## src/rtl/cmdring_pkg.sv

```systemverilog
package cmdring_pkg;

    localparam int WORD_W = 32;

    typedef enum logic [1:0] {
        OP_NONE   = 2'd0,
        OP_REDRAW = 2'd1,
        OP_FILL   = 2'd2,
        OP_COPY   = 2'd3
    } op_e;

    typedef enum logic [3:0] {
        ST_IDLE,
        ST_HDR,
        ST_HDR_CAP,
        ST_LEN,
        ST_CODE,
        ST_DEC,
        ST_ARG,
        ST_ARG_CAP,
        ST_DISP,
        ST_WB,
        ST_DONE
    } state_e;

    typedef struct packed {
        logic [3:0] need;
        op_e        op;
    } dec_t;

    // step a byte offset by one word, folding back to the lower bound
    function automatic logic [WORD_W-1:0] ring_step(
        input logic [WORD_W-1:0] ptr,
        input logic [WORD_W-1:0] lo,
        input logic [WORD_W-1:0] hi
    );
        logic [WORD_W-1:0] nxt;
        nxt = ptr + WORD_W'(4);
        return (nxt >= hi) ? lo : nxt;
    endfunction

endpackage

```

## src/rtl/cmdring_avail.sv

```systemverilog
module cmdring_avail
    import cmdring_pkg::*;
(
    input  logic [WORD_W-1:0] lo,
    input  logic [WORD_W-1:0] hi,
    input  logic [WORD_W-1:0] wr_pos,
    input  logic [WORD_W-1:0] rd_pos,
    output logic [WORD_W-1:0] words
);
    localparam int EXT_W = WORD_W + 2;

    logic signed [EXT_W-1:0] diff;
    logic signed [EXT_W-1:0] span;

    always_comb begin
        diff = $signed({2'b00, wr_pos}) - $signed({2'b00, rd_pos});
        span = $signed({2'b00, hi}) - $signed({2'b00, lo});
        if (diff < 0) diff = diff + span;
        // a header that is still inconsistent yields nothing to parse
        words = diff[EXT_W-1] ? '0 : WORD_W'(diff >>> 2);
    end
endmodule

```

## src/rtl/cmdring_decode.sv

```systemverilog
module cmdring_decode
    import cmdring_pkg::*;
(
    input  logic [WORD_W-1:0] code,
    output dec_t              dec
);
    always_comb begin
        dec = '{need: 4'd0, op: OP_NONE};
        unique case (code)
            32'd1, 32'd25: dec = '{need: 4'd4,  op: OP_REDRAW};
            32'd2:         dec = '{need: 4'd5,  op: OP_FILL};
            32'd3:         dec = '{need: 4'd6,  op: OP_COPY};
            32'd13:        dec = '{need: 4'd6,  op: OP_NONE};
            32'd14:        dec = '{need: 4'd7,  op: OP_NONE};
            32'd28:        dec = '{need: 4'd12, op: OP_NONE};
            default:       dec = '{need: 4'd0,  op: OP_NONE};
        endcase
    end
endmodule

```

## src/rtl/cmdring_parser.sv

```systemverilog
module cmdring_parser
    import cmdring_pkg::*;
#(
    parameter int ADDR_W = 14,
    parameter int NARG   = 6
) (
    input  logic                   clk,
    input  logic                   rst,
    input  logic                   dev_enable,
    input  logic                   dev_configured,
    input  logic                   sync_req,
    output logic                   busy,
    output logic                   mem_rd_en,
    output logic [ADDR_W-1:0]      mem_rd_addr,
    input  logic [31:0]            mem_rd_data,
    output logic                   mem_wr_en,
    output logic [ADDR_W-1:0]      mem_wr_addr,
    output logic [31:0]            mem_wr_data,
    output logic                   cmd_valid,
    input  logic                   cmd_ready,
    output logic [1:0]             cmd_op,
    output logic [NARG*WORD_W-1:0] cmd_args
);
    localparam int HDR_WORDS = 4;
    localparam int HIDX_W    = $clog2(HDR_WORDS);
    localparam logic [ADDR_W-1:0] RD_POS_ADDR = ADDR_W'(HDR_WORDS - 1);

    state_e              state_q;
    logic [HIDX_W-1:0]   hidx_q;
    logic [WORD_W-1:0]   lo_q, hi_q, wr_pos_q, rd_pos_q, start_q, len_q;
    logic [3:0]          need_q, argi_q;
    op_e                 op_q;
    logic [WORD_W-1:0]   arg_q [NARG];
    logic [WORD_W-1:0]   avail_words;
    logic [WORD_W-1:0]   rd_next;
    dec_t                dec;

    cmdring_avail u_avail (
        .lo     (lo_q),
        .hi     (hi_q),
        .wr_pos (wr_pos_q),
        .rd_pos (rd_pos_q),
        .words  (avail_words)
    );

    cmdring_decode u_dec (
        .code (mem_rd_data),
        .dec  (dec)
    );

    assign rd_next = ring_step(rd_pos_q, lo_q, hi_q);

    always_ff @(posedge clk) begin
        if (rst) begin
            state_q  <= ST_IDLE;
            hidx_q   <= '0;
            lo_q     <= '0;
            hi_q     <= '0;
            wr_pos_q <= '0;
            rd_pos_q <= '0;
            start_q  <= '0;
            len_q    <= '0;
            need_q   <= '0;
            argi_q   <= '0;
            op_q     <= OP_NONE;
            for (int i = 0; i < NARG; i++) arg_q[i] <= '0;
        end else begin
            unique case (state_q)
                ST_IDLE: begin
                    if (sync_req) begin
                        hidx_q  <= '0;
                        state_q <= (dev_enable && dev_configured) ? ST_HDR : ST_DONE;
                    end
                end
                ST_HDR: state_q <= ST_HDR_CAP;
                ST_HDR_CAP: begin
                    unique case (hidx_q)
                        2'd0: lo_q     <= mem_rd_data;
                        2'd1: hi_q     <= mem_rd_data;
                        2'd2: wr_pos_q <= mem_rd_data;
                        default: rd_pos_q <= mem_rd_data;
                    endcase
                    hidx_q  <= hidx_q + 1'b1;
                    state_q <= (hidx_q == HIDX_W'(HDR_WORDS - 1)) ? ST_LEN : ST_HDR;
                end
                ST_LEN: begin
                    len_q   <= avail_words;
                    state_q <= ST_CODE;
                end
                ST_CODE: begin
                    if (len_q == '0) begin
                        state_q <= ST_WB;
                    end else begin
                        start_q  <= rd_pos_q;
                        rd_pos_q <= rd_next;
                        len_q    <= len_q - 1'b1;
                        state_q  <= ST_DEC;
                    end
                end
                ST_DEC: begin
                    if (WORD_W'(dec.need) > len_q) begin
                        rd_pos_q <= start_q;      // leave the partial command in place
                        state_q  <= ST_WB;
                    end else if (dec.need == 4'd0) begin
                        state_q <= ST_CODE;
                    end else begin
                        need_q  <= dec.need;
                        op_q    <= dec.op;
                        argi_q  <= '0;
                        state_q <= ST_ARG;
                    end
                end
                ST_ARG: begin
                    rd_pos_q <= rd_next;
                    len_q    <= len_q - 1'b1;
                    state_q  <= ST_ARG_CAP;
                end
                ST_ARG_CAP: begin
                    for (int i = 0; i < NARG; i++) begin
                        if (argi_q == 4'(i)) arg_q[i] <= mem_rd_data;
                    end
                    argi_q <= argi_q + 1'b1;
                    if (argi_q + 4'd1 == need_q)
                        state_q <= (op_q != OP_NONE) ? ST_DISP : ST_CODE;
                    else
                        state_q <= ST_ARG;
                end
                ST_DISP: if (cmd_ready) state_q <= ST_CODE;
                ST_WB:   state_q <= ST_DONE;
                ST_DONE: state_q <= ST_IDLE;
                default: state_q <= ST_IDLE;
            endcase
        end
    end

    assign busy        = (state_q != ST_IDLE);
    assign mem_rd_en   = (state_q == ST_HDR) || (state_q == ST_ARG) ||
                         ((state_q == ST_CODE) && (len_q != '0));
    assign mem_rd_addr = (state_q == ST_HDR) ? ADDR_W'(hidx_q)
                                             : rd_pos_q[ADDR_W+1:2];
    assign mem_wr_en   = (state_q == ST_WB);
    assign mem_wr_addr = RD_POS_ADDR;
    assign mem_wr_data = rd_pos_q;
    assign cmd_valid   = (state_q == ST_DISP);
    assign cmd_op      = (state_q == ST_DISP) ? op_q : OP_NONE;

    for (genvar g = 0; g < NARG; g++) begin : g_args
        assign cmd_args[g*WORD_W +: WORD_W] = arg_q[g];
    end
endmodule

```

## config.mk

```make
export PLATFORM = sky130hd
export DESIGN_NAME = cmdring_parser
export DESIGN_NICKNAME = d
export VERILOG_FILES = /design/src/rtl/cmdring_pkg.sv /design/src/rtl/cmdring_avail.sv /design/src/rtl/cmdring_decode.sv /design/src/rtl/cmdring_parser.sv
export SDC_FILE = /design/constraint.sdc
export NUM_CORES = 1
export LEC_CHECK = 0
export ABC_AREA = 0
export BUFFER_PORTS_ARGS = -buffer_cell sky130_fd_sc_hd__buf_2
export CAP_MARGIN = 20
export CORE_MARGIN = 5
export CORE_UTILIZATION = 55
export DETAILED_ROUTE_END_ITERATION = 10
export PLACE_DENSITY = 0.77
export SETUP_SLACK_MARGIN = 0.2
export SLEW_MARGIN = 25
export SYNTH_ARGS = -nofsm -noshare
export SYNTH_HDL_FRONTEND = slang
export SYNTH_SLANG_ARGS = --single-unit
```

## constraint.sdc

```tcl
create_clock -name clk -period 5.4 [get_ports clk]
set_input_delay 0.27 -clock clk [delete_from_list [all_inputs] [get_ports clk]]
set_output_delay 0.27 -clock clk [all_outputs]
set_load 0.1 [all_outputs]
```

==> impl_metrics.yaml <==
setup_path:
  critPathRequiredTime_ns: 5.79
  reg_to_reg_startpoint: "mem_wr_data[11]$_SDFFE_PP0P_"
  crit_path_start_kind: "register"
  slowest_delay_ns: 0.49
  critical_path.startpoint: "mem_wr_data[11]$_SDFFE_PP0P_"
  cp_max_fo: 47
  worstSetupEndpointType: "register"
  crit_path_cell_trace: "nand4_1 -> or3_1 -> nor2_1 -> nand3_1 -> xnor2_1 -> ha_1 -> a21o_1 -> a21o_1 -> a211o_1 -> a21oi_1 -> o211ai_1 -> a211o_1 -> a21oi_4 -> buf_12 -> mux2_2 -> a21oi_1 -> a211oi_1"
  critical-path-slowest-cell: "sky130_fd_sc_hd__dfxtp_1"
  cp.arrival_ns: 5.44
  timing.setup.critical_path_class: "reg2reg"
hold_path:
  hold_class: "in2reg"
  hold_start: "cmd_ready"
synth:
  gate_count_post_synth: 2633
  async_flop_share_pct: 0
  yosysTopAreaCell: "sky130_fd_sc_hd__edfxtp_1"
  synth-edff-count: 192
  synthDominantCellAreaShare_pct: 24.8
  yosysSeqAreaShare_pct: 42.6
  synth.top_cells.by_area: "sky130_fd_sc_hd__edfxtp_1 25%, sky130_fd_sc_hd__dfxtp_1 18%, sky130_fd_sc_hd__ha_1 7.7%, sky130_fd_sc_hd__a21oi_1 5.8%, sky130_fd_sc_hd__nand2_1 5.0%"
  synth_flop_cell: "sky130_fd_sc_hd__dfxtp_1"
  number_of_synthesized_register_bits: 400
  syn-mean-instance-area_um2: 8.84
  synthTopCellsByCount: "309 x sky130_fd_sc_hd__nand2_1, 269 x sky130_fd_sc_hd__a21oi_1, 208 x sky130_fd_sc_hd__dfxtp_1, 206 x sky130_fd_sc_hd__nor2_1, 192 x sky130_fd_sc_hd__edfxtp_1"
  synthesis.yosys.warnings: 0
  synth.distinct_cells: 87
  netlist_area_mm2: 0.0233
  synth.most_common_cell: "sky130_fd_sc_hd__nand2_1"
detailed_routing:
  drt_drc_violations_left: 0
  detail_route.wl_per_cell_um: 21.5
  ant_nets: 0
  routed_wirelength_um: 73500
  vias: 21400
  iteration_0_drc_markers: 2394
  initial_drt_pass_iterations: 6
  drt-vias-per-instance: 6.25
die:
  die_h_um: 216
  core_area_mm2: 0.0419
  design.portCount: 296
  initial_core_utilization_pct: 55.5
  row_count: 75
  die_w_um: 216
  die_area_mm2: 0.0465
global_route:
  grt.overflow.total: 0
  first_global_vias: 20200
  grt_pass1_wl_um: 113000
  grtUsageTotal_pct: 29.8
  grt_start_max_net_pins: 129
  antenna_found_initial: 0
clock_tree:
  clk_transition_reported_paths_ns: 0.06
  cts-buffers-inserted: 42
  insertion_delay_ns: 0.57
  ctsLongestPathBuffers: 3
  clkSinkCount: 400
  cts_root_buffer: "sky130_fd_sc_hd__clkbuf_16"
  ctsHtreeMaxLevel: 2
  tritoncts: "yes"
timing:
  worst_margin_slew_ns: 1.01
  final_min_period_over_clock_period_pct: 93.5
  tns_setup_ns: 0
  period_needed_ns: 5.05
  final.setup_skew_ns: 0.0204
  rsz0062_at_grt: "no"
  report.final.setup_viol: 0
  slew_violations: 0
  fmax_mhz: 198
  finalHoldViolations: 0
  relSlewSlack_pct: 32.3
placed_design:
  final_weighted_congestion_of_routability_driven_global_placement: 0.952
  dp_hpwl_um: 51500
  port_buffers: 281
cells_and_area:
  finish.net_count: 3033
  post_route_cells_drive_above_1_share_pct: 18.3
  multi_input_area_mm2: 0.0124
  area_growth_syn_to_layout_pct: 15.5
  register_cell_area_after_layout_mm2: 0.00995
  num-fill-cells: 3337
run_status:
  outcome: "completed"
flow_run:
  max_cap_viol_count: 0
## placed cells by master (no fill, tap or decap), drive strengths merged, types with 25 or more instances in the layout
cell    instances
nand4          25
nand2         309
a21o           54
xnor2          82
o21ai          89
ha            143
a211oi         37
buf           350
xor2           33
mux2           25
nor3           55
edfxtp        192
and2           80
a21oi         269
and3          145
nor2          206
nand3          54
inv           131
dfxtp         208
clkbuf         62
## repair_timing
| action | CTS | global route |
|---|---|---|
| setup buffers | 4 | 10 |
| endpoints found under the setup margin | 7 | 31 |
| endpoints found under the hold margin | 0 | 0 |
| gates resized for setup | 10 | 41 |
| pin swaps | 4 | 19 |
| hold buffers | 0 | 0 |
## layout make-up
class / count / area share, %
Multi-Input combinational cell: 1925 / 46.1
Inverter: 131 / 1.83
Antenna cell: 1 / 0.00930
Clock buffer: 62 / 4.64
Sequential cell: 400 / 37.0
Tap cell: 539 / 2.51
Timing Repair Buffer: 350 / 7.43
Clock inverter: 14 / 0.470
## metrics by stage
step,hold slack (ns),setup slack (ns),instance area [um2],instances,utilization [%]
final,0.0567,0.351,26900,3422,64.1
after global routing,0.0843,0.180,26900,3421,64.1
after CTS,0.0447,0.207,26600,3411,63.5
after detailed placement,0.448,0.00182,25200,3331,60.1
after global placement,0.442,0.175,25100,3329,59.9
after floorplan,0.436,0.218,23300,2645,-
## path summary, 6_finish.rpt
path / end / slack [ns] / cells after the start
min: state_q[3]$_SDFFE_PP0P_ / 0.06 / 4
max: mem_wr_data[3]$_SDFFE_PP0P_ / 0.35 / 17
min reg2reg: lo_q[11]$_SDFFE_PP0P_ / 0.46 / 2
max reg2reg: mem_wr_data[3]$_SDFFE_PP0P_ / 0.35 / 17
## logic make-up (layout without fill, tap and decap cells)
logic type	after synthesis	count (layout)	share of synthesized area, %
muxes	33	33	1.55
DFF	400	400	42.6
other	2	15	0.0323
AOI/OAI and AO/OA	639	639	17.5
and+or+nand+nor	979	979	20.6
buffers and inverters	320	557	5.51
xor gates and xnor gates	115	115	4.33
adders and majority gates	145	145	7.86
## sequential cells by signal, indices dropped and copies added (netlist names)
register / count
hidx_q: 2
state_q: 4
hi_q: 32
op_q: 2
argi_q: 4
start_q: 32
arg_q: 192
mem_wr_data: 32
len_q: 32
lo_q: 32
wr_pos_q: 32
need_q: 4
## metal layers
layer	track usage, %	vias up	share of wire (%)
met2	48.7	1242	46
met4	8.58	0	3.0
li1	-	9778	-
met3	5.35	158	9.8
met1	41.0	10200	42
met5	0	-	0
## worst max-delay path, delay by kind of cell, from the launching register on
kind                     cells  cell delay, ns
AO/OA/AOI/OAI                9            1.81
adder cells (fa/ha/maj)      1            0.34
AND/OR/NAND/NOR              4            1.26
XOR/XNOR                     1            0.29
buffers and inverters        1            0.27
multiplexers                 1            0.39
flip-flops                   1            0.49
Power is not shown: default switching activity piles up to over one toggle a cycle in this logic, so the estimate is an artifact.
